===== src/rtl/nvr_pkg.sv =====
package nvr_pkg;

   localparam int SEQ_LEN = 6;
   localparam int SEQ_AW  = 15;

   // unlock pattern, order is behaviour
   function automatic logic [SEQ_AW-1:0] seq_at(input int k);
      logic [SEQ_AW-1:0] v;
      case (k)
         0:       v = 15'h0E38;
         1:       v = 15'h31C7;
         2:       v = 15'h03E0;
         3:       v = 15'h3C1F;
         4:       v = 15'h303F;
         default: v = 15'h0C63;
      endcase
      return v;
   endfunction

endpackage


===== src/rtl/nvr_seq_match.sv =====
module nvr_seq_match
   import nvr_pkg::*;
#(
   parameter int AW = 15
) (
   input  logic          clk,
   input  logic          rst_n,
   input  logic          rd_cyc,
   input  logic          wr_cyc,
   input  logic          hold,
   input  logic [AW-1:0] addr,
   output logic          fire
);

   localparam int SW = 3;
   localparam logic [SW-1:0] LAST = SW'(SEQ_LEN - 1);

   logic [7:0]    hit;
   logic [SW-1:0] step;

   for (genvar k = 0; k < 8; k++) begin : g_cmp
      if (k < SEQ_LEN) begin : g_live
         localparam logic [SEQ_AW-1:0] V = seq_at(k);
         assign hit[k] = (addr == AW'(V));
      end else begin : g_pad
         assign hit[k] = 1'b0;
      end
   end

   assign fire = rd_cyc && !hold && hit[step] && (step == LAST);

   always_ff @(posedge clk or negedge rst_n) begin
      if (!rst_n) begin
         step <= '0;
      end else if (!hold) begin
         if (wr_cyc) begin
            step <= '0;
         end else if (rd_cyc) begin
            if (hit[step])
               step <= (step == LAST) ? '0 : step + 1'b1;
            else if (hit[0])
               step <= SW'(1);
            else
               step <= '0;
         end
      end
   end

endmodule


===== src/rtl/nvr_recall_engine.sv =====
module nvr_recall_engine #(
   parameter int AW = 15,
   parameter int RC = 65552
) (
   input  logic          clk,
   input  logic          rst_n,
   input  logic          start,
   output logic          busy,
   output logic [AW-1:0] eng_addr,
   output logic          eng_we,
   output logic          eng_copy
);

   localparam longint DEPTH = longint'(1) << AW;
   localparam int     TW    = $clog2(RC) + 1;
   localparam logic [TW-1:0] T_LAST  = TW'(RC - 1);
   localparam logic [TW-1:0] T_CLEAR = TW'(DEPTH);
   localparam logic [TW-1:0] T_COPY  = TW'(2 * DEPTH);

   logic [TW-1:0] tmr;
   logic          in_clear;

   always_ff @(posedge clk or negedge rst_n) begin
      if (!rst_n) begin
         busy <= 1'b0;
         tmr  <= '0;
      end else if (!busy) begin
         busy <= start;
         tmr  <= '0;
      end else begin
         if (tmr == T_LAST)
            busy <= 1'b0;
         tmr <= tmr + 1'b1;
      end
   end

   assign eng_addr = tmr[AW-1:0];
   assign in_clear = busy && (tmr < T_CLEAR);
   assign eng_copy = busy && !in_clear && (tmr < T_COPY);
   assign eng_we   = in_clear || eng_copy;

endmodule


===== src/rtl/nvr_recall_ctrl.sv =====
module nvr_recall_ctrl #(
   parameter int AW = 15,
   parameter int DW = 8,
   parameter int RECALL_CYCLES = 2 * (1 << 15) + 16
) (
   input  logic          clk,
   input  logic          rst_n,
   input  logic          ce_n,
   input  logic          oe_n,
   input  logic          we_n,
   input  logic [AW-1:0] addr,
   input  logic [DW-1:0] host_wdata,
   output logic [DW-1:0] rd_data,
   output logic          busy,
   output logic [AW-1:0] sram_addr,
   output logic          sram_we,
   output logic [DW-1:0] sram_wdata,
   input  logic [DW-1:0] sram_rdata,
   output logic [AW-1:0] nv_addr,
   input  logic [DW-1:0] nv_rdata
);

   if (AW < 14 || AW > 24) begin : g_bad_aw
      $error("nvr_recall_ctrl: AW must be 14..24 to hold the unlock addresses");
   end
   if (DW < 1) begin : g_bad_dw
      $error("nvr_recall_ctrl: DW must be positive");
   end
   if (longint'(RECALL_CYCLES) < 2 * (longint'(1) << AW)) begin : g_bad_rc
      $error("nvr_recall_ctrl: RECALL_CYCLES must cover clear and copy passes");
   end

   logic          rd_cyc;
   logic          wr_cyc;
   logic          fire;
   logic [AW-1:0] eng_addr;
   logic          eng_we;
   logic          eng_copy;

   assign rd_cyc = !ce_n && we_n;
   assign wr_cyc = !ce_n && !we_n;

   nvr_seq_match #(.AW(AW)) u_match (
      .clk    (clk),
      .rst_n  (rst_n),
      .rd_cyc (rd_cyc),
      .wr_cyc (wr_cyc),
      .hold   (busy),
      .addr   (addr),
      .fire   (fire)
   );

   nvr_recall_engine #(.AW(AW), .RC(RECALL_CYCLES)) u_eng (
      .clk      (clk),
      .rst_n    (rst_n),
      .start    (fire),
      .busy     (busy),
      .eng_addr (eng_addr),
      .eng_we   (eng_we),
      .eng_copy (eng_copy)
   );

   always_comb begin
      if (busy) begin
         sram_addr  = eng_addr;
         sram_we    = eng_we;
         sram_wdata = eng_copy ? nv_rdata : '0;
      end else begin
         sram_addr  = addr;
         sram_we    = wr_cyc;
         sram_wdata = host_wdata;
      end
   end

   assign nv_addr = eng_addr;
   assign rd_data = (!busy && rd_cyc && !oe_n) ? sram_rdata : '0;

endmodule


===== config.mk =====
export PLATFORM = sky130hd
export DESIGN_NAME = nvr_recall_ctrl
export DESIGN_NICKNAME = d
export VERILOG_FILES = /design/src/rtl/nvr_pkg.sv /design/src/rtl/nvr_seq_match.sv /design/src/rtl/nvr_recall_engine.sv /design/src/rtl/nvr_recall_ctrl.sv
export SDC_FILE = /design/constraint.sdc
export NUM_CORES = 1
export LEC_CHECK = 0
export BUFFER_PORTS_ARGS = -buffer_cell sky130_fd_sc_hd__buf_2
export CORE_UTILIZATION = 45
export DETAILED_ROUTE_END_ITERATION = 6
export PLACE_DENSITY = 0.92
export SLEW_MARGIN = 20
export SYNTH_ARGS = -nofsm -noshare
export SYNTH_HDL_FRONTEND = slang
export SYNTH_SLANG_ARGS = --single-unit
export TNS_END_PERCENT = 1

===== constraint.sdc =====
create_clock -name clk -period 2.2 [get_ports clk]
set_input_delay 0.33 -clock clk [delete_from_list [all_inputs] [get_ports clk]]
set_output_delay 0.33 -clock clk [all_outputs]
set_load 0.05 [all_outputs]

# ---- After elaboration in Yosys (flattened, before gate mapping)
# Cells that the tools add are included.
dict set report totals {
  ff_bits 22
  inputBits 44
  output_inout_bits 48
  wordCells 49
}
dict set report classes {
  addsub 2
  n_lt_le_gt_ge 3
  eq_ne 8
  muxes 15
  n_bitwise 1
  n_reduce_logical 17
}
# operator count
set op_table {}
lappend op_table {{== test 15 x 14 -> 1 bit (second input constant)} 3}
lappend op_table {{== test 15 x 12 -> 1 bit (second input constant)} 2}
lappend op_table {{two-way mux 8 bit} 3}
lappend op_table {{adder 18 x 1 -> 18 bit (second input constant)} 1}
lappend op_table {{== test 18 x 17 -> 1 bit (second input constant)} 1}
lappend op_table {{less-than comparator 18 x 16 -> 1 bit (second input constant)} 1}
lappend op_table {{less-than comparator 18 x 17 -> 1 bit (second input constant)} 1}
lappend op_table {{two-way mux 18 bit} 1}
lappend op_table {{== test 15 x 10 -> 1 bit (second input constant)} 1}
lappend op_table {{two-way mux 15 bit} 1}
lappend op_table {{two-way mux 3 bit} 4}
lappend op_table {{logical AND 1 bit} 9}
lappend op_table {{logical NOT 1 bit} 5}
lappend op_table {{two-way mux 1 bit} 5}
lappend op_table {{less-than comparator 3 x 4 -> 1 bit (second input constant)} 1}
lappend op_table {{adder 3 x 1 -> 3 bit (second input constant)} 1}
lappend op_table {{binary-select mux 1 bit (select 3 bit)} 1}
lappend op_table {{== test 3 bit (second input constant)} 1}
lappend op_table {{AND reduction 2 bit} 1}
lappend op_table {{nonzero test 2 bit} 1}
lappend op_table {{logical OR 1 bit} 1}
lappend op_table {{inverter 1 bit} 1}

# ---- Depth between registers and ports, before layout
# Gate-level depths: netlist (run 1).
dict set report depth {
  word_depth 7
  mapped_depth 5
  ltp_nobuf 5
}

# ---- Hierarchy
# A second synthesis (run 1) with hierarchy kept.
dict set report unflattened {
  hier_cells 203
  hier_area_um2 1870.5
}
# mod n_inst cells_per_inst area_per_inst_um2 seq_area_each_um2
set modules_own_cells {}
lappend modules_own_cells {nvr_recall_engine 1 108 1061.0 475.5}
lappend modules_own_cells {nvr_seq_match 1 55 441.7 75.1}
lappend modules_own_cells {nvr_recall_ctrl 1 40 367.9 0.0}

# ---- Worst setup path after synthesis (run 1)
# OpenSTA, ideal clock, no wires.
dict set report synth_timing {
  kind {flip-flop to output port}
  startpoint {register u_eng.busy}
  endpoint {output port sram_we}
  t_arrival_ns 2.375
  t_required_ns 1.870
  path_slack_ns -0.505
  stages_incl_launch_ff 5
  n_path_buf 2
  cell_sequence {dfrtp_1 clkbuf_1 inv_2 clkbuf_1 o31ai_1}
}
dict set report synth_between {
  elab_chain_len 6
}
# item line
set synth_rtl {}
lappend synth_rtl {{from (decl)} nvr_recall_engine.sv:8} ;# output logic busy,
lappend synth_rtl {{from (signal assigned)} nvr_recall_engine.sv:28} ;# busy <= start;
lappend synth_rtl {{logical AND 1 bit} nvr_recall_engine.sv:38} ;# assign in_clear = busy && (tmr < T_CLEAR);
lappend synth_rtl {{logical NOT 1 bit} nvr_recall_engine.sv:39} ;# assign eng_copy = busy && !in_clear && (tmr < T_COPY);
lappend synth_rtl {{logical AND 1 bit (2 in series)} nvr_recall_engine.sv:39}
lappend synth_rtl {{logical OR 1 bit} nvr_recall_engine.sv:40} ;# assign eng_we = in_clear || eng_copy;
lappend synth_rtl {{two-way mux 1 bit (*)} nvr_recall_ctrl.sv:64} ;# if (busy) begin
lappend synth_rtl {{to (decl)} nvr_recall_ctrl.sv:16} ;# output logic sram_we,
# Mark *: on every way between the ends. The rest lies on a longest branch, timed or not.

# ---- Worst setup path after layout (run 1)
dict set report layout_timing {
  startpoint {register u_eng.busy}
  endpoint {output port rd_data[2]}
}
dict set report layout_between {
  elab_chain_len 4
}
# item line
set layout_rtl {}
lappend layout_rtl {{logical NOT 1 bit} n/a}
lappend layout_rtl {{logical AND 1 bit (2 in series)} nvr_recall_ctrl.sv:76} ;# assign rd_data = (!busy && rd_cyc && !oe_n) ? sram_rdata : '0;
lappend layout_rtl {{two-way mux 8 bit} nvr_recall_ctrl.sv:76}
lappend layout_rtl {{to (decl)} nvr_recall_ctrl.sv:13} ;# output logic [DW-1:0] rd_data,
# No other way between the ends.

==> results.yml, run 1 <==
drt:
  drc: 0
  vias_per_cell: 5.91
  wire_per_inst_um: 15.8
  ant_nets: 0
  drt_iter0_markers: 217
  wirelength_mm: 5.14
  first_pass_iters: 4
  vias: 1921
sta:
  final-hold-violation-count: 0
  min_period_ps: 2040
  setup_viol: 0
  clock-skew-final_ps: 1.13
  slew_headroom_pct: 64.6
  tightestPinTransition_ps: 531
  maxSlewViolCount: 0
  fin_crit_sh_pct: 92.5
  max_freq_mhz: 491
  hold_ws_ps: 31.5
  rsz0062_at_grt: "no"
place:
  placed_cells: 322
  port_buffers: 91
  place_congestion: 0.991
  dp_hpwl_mm: 3.87
yosys:
  synth_cell_types: 47
  synth_nets: 246
  yosys-top-cells-area: "dfrtp_1 (31%), mux2_2 (8.9%), buf_4 (6.4%), nor4_1 (4.2%), a22o_1 (4.0%)"
  synth_top_area_cell: "dfrtp_1"
  async_flop_share_pct: 100
  synth_warnings: 0
  mappedNetlistArea_um2: 1770
  avgSynthCellArea_um2: 8.80
  syn_inst: 201
  synth-edff-count: 0
  synth_top_area_share_pct: 31.1
  dominantRegCellSynth: "dfrtp_1"
  ys_seq_elements: 22
  synth_seq_area_share_pct: 31.1
floorplan:
  rows: 22
  die_area_um2: 4180
  start_util_pct: 47.6
  die_x_um: 64.7
  fp.coreArea_um2: 3720
  die_h_um: 64.7
  ios: 92
pwr:
  ir_worst_vdd_mv: 0.284
  p_per_area_nw_per_um2: 337
  p_total_mw: 0.749
  p_leak_nw: 1.10
critical_path:
  start_kind: "flip-flop"
  crit_top_cell: "and2_1"
  cp_slowest_cell: "dfrtp_1"
  crit_type: "reg2out"
  worstPathMaxFanout: 8
  reg2reg_setup_slack_ps: 330
  critPathBufInv: 1
  worstReg2RegEnd: "u_eng.tmr[16]$_DFF_PN0_"
  critPathRequiredTime_ps: 1870
  worstPathArrival_ps: 1710
  cp_slowest_stage_delay_ps: 410
  path_cells: "nor2_1, and2_1, nor2b_2, and2_1, buf_2"
  r2r_start: "u_eng.tmr[0]$_DFF_PN0_"
  crit_path_end_kind: "output port"
  cp_top_family: "simple AND/OR/NAND/NOR gates"
  reg2reg_depth: 5
cells_and_area:
  antenna_cells: 0
  multi_input_area_um2: 1060
  mostFrequentLayoutCells: "buf_2 (91), dfrtp_1 (22), nor2_1 (15)"
  drive_gt1_share_pct: 43.7
  fillers: 345
  fin_nets: 324
  layout_commonest_cell: "buf_2"
  area_growth_pct: 25.7
  seq_area_um2: 551
  instances_no_fill: 325
clock_tree:
  cts_htree_levels: 1
  clockBufferDepth: 2
  holdBufCountCts: 0
  clk-insertion-delay-late_ps: 260
  cts_tree: "yes"
  numCtsBuffers: 3
  cts_root_buffer: "clkbuf_8"
  cts_sinks: 22
  clk_pin_slew_ps: 80
grt:
  antenna_found_initial: 0
  grt_max_degree: 26
  grt_pass1_vias: 1655
  grt_overflow: 0
  grt_first_pass_wirelength_mm: 7.93
  track_usage_pct: 24.1
worst_hold_path:
  hp-class: "in2async"
outcome:
  status: "complete, no violations"
run:
  maxCapViolations: 0
[worst max path at each step]
| stage | from | endpoint | slack (ps) | cells after the start |
|---|---|---|---|---|
| detailed placement | ce_n | rd_data[2] | 350 | 6 |
| floorplan | u_eng.busy$_DFF_PN0_ | sram_we | -80 | 4 |
| global route | u_eng.busy$_DFF_PN0_ | rd_data[1] | 20 | 5 |
| finish | u_eng.busy$_DFF_PN0_ | rd_data[2] | 160 | 5 |
| CTS | u_eng.busy$_DFF_PN0_ | rd_data[2] | 100 | 5 |
| global placement | u_eng.tmr[0]$_DFF_PN0_ | u_eng.tmr[16]$_DFF_PN0_ | 420 | 5 |
[routing by layer]
layer / GRT usage (%) / share of wire (%) / vias up
met5: 0 / 0 / -
met4: 4.17 / 1.4 / 0
li1: - / - / 882
met2: 39.2 / 48 / 103
met1: 33.5 / 43 / 920
met3: 4.40 / 7.8 / 16
[area by class of cell]
cell class / count / share of cell area [%]
tap: 48 / 2.70
multi-input combinational: 151 / 47.8
timing repair buffer: 95 / 21.8
inverter: 6 / 1.01
sequential: 22 / 24.8
clock buffer: 3 / 1.86
[synthesized netlist by cell type (5+ instances only)]
master	instances
dfrtp_1	22
buf_4	15
nor2_1	15
mux2_2	14
nor4_1	12
and2_1	10
nand2_1	10
a22o_1	8
xnor2_1	8
nand3_1	7
clkbuf_1	6
nand2b_1	6
a21oi_1	5
inv_1	5
nor3_1	5
[what timing repair did]
item	CTS	global route
resized for setup	0	1
setup buffers	0	0
endpoints found under the setup margin	0	8
[state kept, by name, summed over array words and instances (netlist names)]
register	cells
u_eng.busy	1
u_match.step	3
u_eng.tmr	18
[stage by stage]
step | TNS (ps) | worst slack [ps] | area [µm²] | util [%]
floorplan | -578 | -80.0 | 1770 | -
global placement | 0 | 423 | 2180 | 58.6
detailed placement | 0 | 352 | 2180 | 58.6
CTS | 0 | 96.9 | 2220 | 59.7
global route | 0 | 17.8 | 2220 | 59.8
finish | 0 | 165 | 2220 | 59.8
[power breakdown]
group | leakage (nW) | internal, mW | total, mW | switching [mW]
Combinational | 0.795 | 0.0370 | 0.0798 | 0.0429
Sequential | 0.283 | 0.406 | 0.409 | 0.00360
Clock | 0.0216 | 0.123 | 0.260 | 0.137
Total | 1.10 | 0.565 | 0.749 | 0.184
[cells by family (layout without fill, tap and decap cells)]
kind of cell / count (synthesis) / in the layout / synth area share [%]
AO/OA/AOI/OAI: 30 / 30 / 12.3
XOR/XNOR: 10 / 10 / 4.95
buffers and inverters: 28 / 104 / 9.20
adder cells (fa/ha/maj): 1 / 1 / 0.708
AND/OR/NAND/NOR: 94 / 94 / 31.6
flip-flops: 22 / 22 / 31.1
multiplexers: 16 / 16 / 10.0
Power figures use the tool's default switching activity.
==> run 2: changes to the inputs <==
Settings changed: ABC_AREA set to 0, CORE_ASPECT_RATIO set to 1.1, HOLD_SLACK_MARGIN set to 0.02.
==> results.yml, run 2 (synthesized netlist as in run 1, its figures left out) <==
outcome:
  status: "complete, no violations"
pwr:
  p_per_area_nw_per_um2: 388
  p_sw_mw: 0.185
  ir_worst_vdd_mv: 0.283
  p_leak_nw: 1.11
  pwr-share-comb_pct: 9.0
  seqPwrFrac_pct: 47.0
  pwr-share-clk_pct: 44.1
  switching_share_pct: 21.3
  p_int_mw: 0.686
  p_total_mw: 0.871
critical_path:
  worstPathMaxFanout: 25
  crit_type: "reg2out"
  worstPathArrival_ps: 1750
  cp_slowest_stage_delay_ps: 390
  critPathBufInv: 3
  crit_path_end_kind: "output port"
  path_cells: "buf_4, inv_2, a22o_1, buf_2"
  critPathRequiredTime_ps: 1870
  cp_slowest_cell: "dfrtp_1"
  cp_top_family: "buffers and inverters"
  start_kind: "flip-flop"
grt:
  grt_max_degree: 26
  grt_first_pass_wirelength_mm: 7.57
  antenna_found_initial: 0
  grt_pass1_vias: 1599
  grt_overflow: 0
  track_usage_pct: 24.5
drt:
  vias: 1867
  wire_per_inst_um: 15.4
  first_pass_iters: 4
  ant_nets: 0
  drt_iter0_markers: 181
  drc: 0
  vias_per_cell: 5.71
  wirelength_mm: 5.03
worst_hold_path:
  hp-class: "in2async"
cells_and_area:
  drive_gt1_share_pct: 43.7
  reg_top3: "u_eng.tmr (18), u_match.step (3), u_eng.busy (1)"
  mostFrequentLayoutCells: "buf_2 (91), dfrtp_1 (22), nor2_1 (15)"
  fin_util_pct: 60.5
  antenna_cells: 0
  fin_nets: 323
  largest_reg_flops: 18
  largest-register: "u_eng.tmr"
  area_growth_pct: 27.1
  layout_commonest_cell: "buf_2"
clock_tree:
  numCtsBuffers: 3
  cts_tree: "yes"
  clk-insertion-delay-late_ps: 270
  clk_pin_slew_ps: 80
  cts_htree_levels: 1
  cts_root_buffer: "clkbuf_8"
  cts_sinks: 22
  post_cts.repair.setup_buffers: 0
  clockBufferDepth: 2
floorplan:
  ios: 92
  rows: 23
  start_util_pct: 47.6
  die_area_um2: 4180
  die_h_um: 67.7
  die_x_um: 61.8
  fp.coreArea_um2: 3710
sta:
  rsz0062_at_grt: "no"
  slew_headroom_pct: 66.0
  max_freq_mhz: 480
  final-hold-violation-count: 0
  fin_crit_sh_pct: 94.7
  maxSlewViolCount: 0
  tightestPinTransition_ps: 511
  clock-skew-final_ps: 4.18
  fin_setup_tns_ps: 0
  min_period_ps: 2080
  setup_viol: 0
place:
  port_buffers: 91
  dp_hpwl_mm: 3.94
  place_congestion: 0.983
run:
  maxCapViolations: 0
[run 2: cell count changes in the layout (fill, tap and decap cells not counted)]
cell / before / now
bufinv_16: 0 / 1
buf_4: 4 / 3
[run 2: power by group through the flow]
stage                     Clock [mW]  Sequential, mW  Combinational [mW]
final                          0.384           0.409              0.0782
after global routing           0.402           0.410              0.0869
after CTS                      0.386           0.409              0.0785
after detailed placement           0           0.417              0.0783
after global placement             0           0.417              0.0770
after floorplan                    0           0.416              0.0169
[run 2: worst reg2reg max path: stages (launching register included)]
cell	delay, ps
dfrtp_1	460
ha_1	250
nand3_1	180
or2_0	300
or4_1	490
a21oi_1	150
[run 2: layout make-up]
cell class                      count  area (µm²)
Fill cell                         328        1470
Multi-Input combinational cell    151        1060
Sequential cell                    22         551
Timing Repair Buffer               94         478
Tap cell                           50        62.6
Clock buffer                        3        41.3
Clock inverter                      1        30.0
Inverter                            6        22.5
[run 2: worst paths after layout]
check,slack (ps),start,depth (start not counted),endpoint
setup / recovery,120,u_eng.busy$_DFF_PN0_,4,sram_wdata[2]
hold / removal,20,rst_n,1,u_eng.tmr[0]$_DFF_PN0_
setup reg to reg,300,u_eng.tmr[0]$_DFF_PN0_,5,u_eng.tmr[16]$_DFF_PN0_
hold reg to reg,550,u_eng.tmr[0]$_DFF_PN0_,1,u_eng.tmr[0]$_DFF_PN0_
max in group asynchronous,1830,rst_n,1,u_match.step[2]$_DFFE_PN0P_
min in group clk,380,addr[1],3,u_match.step[0]$_DFFE_PN0P_
[run 2: layer usage]
layer	global-route usage [%]	routed length, µm	vias to the layer above
met5	0	0	-
met4	8.33	50	0
met3	3.83	370	6
met2	39.8	2590	90
met1	32.7	2020	891
li1	-	-	880
[run 2: what timing repair did]
action,in CTS,in global routing
hold buffers,0,0
endpoints found under the setup margin,0,8
gates resized for setup,0,1
[run 2: stage by stage]
| stage | worst slack (ps) | instances | cell area [µm²] | hold WS, ps |
|---|---|---|---|---|
| floorplan | -80.0 | 201 | 1770 | 34.4 |
| global placement | 428 | 323 | 2170 | 320 |
| detailed placement | 357 | 323 | 2170 | 329 |
| CTS | 118 | 327 | 2240 | 35.7 |
| global route | 7.62 | 327 | 2250 | 59.6 |
| finish | 117 | 327 | 2250 | 18.9 |
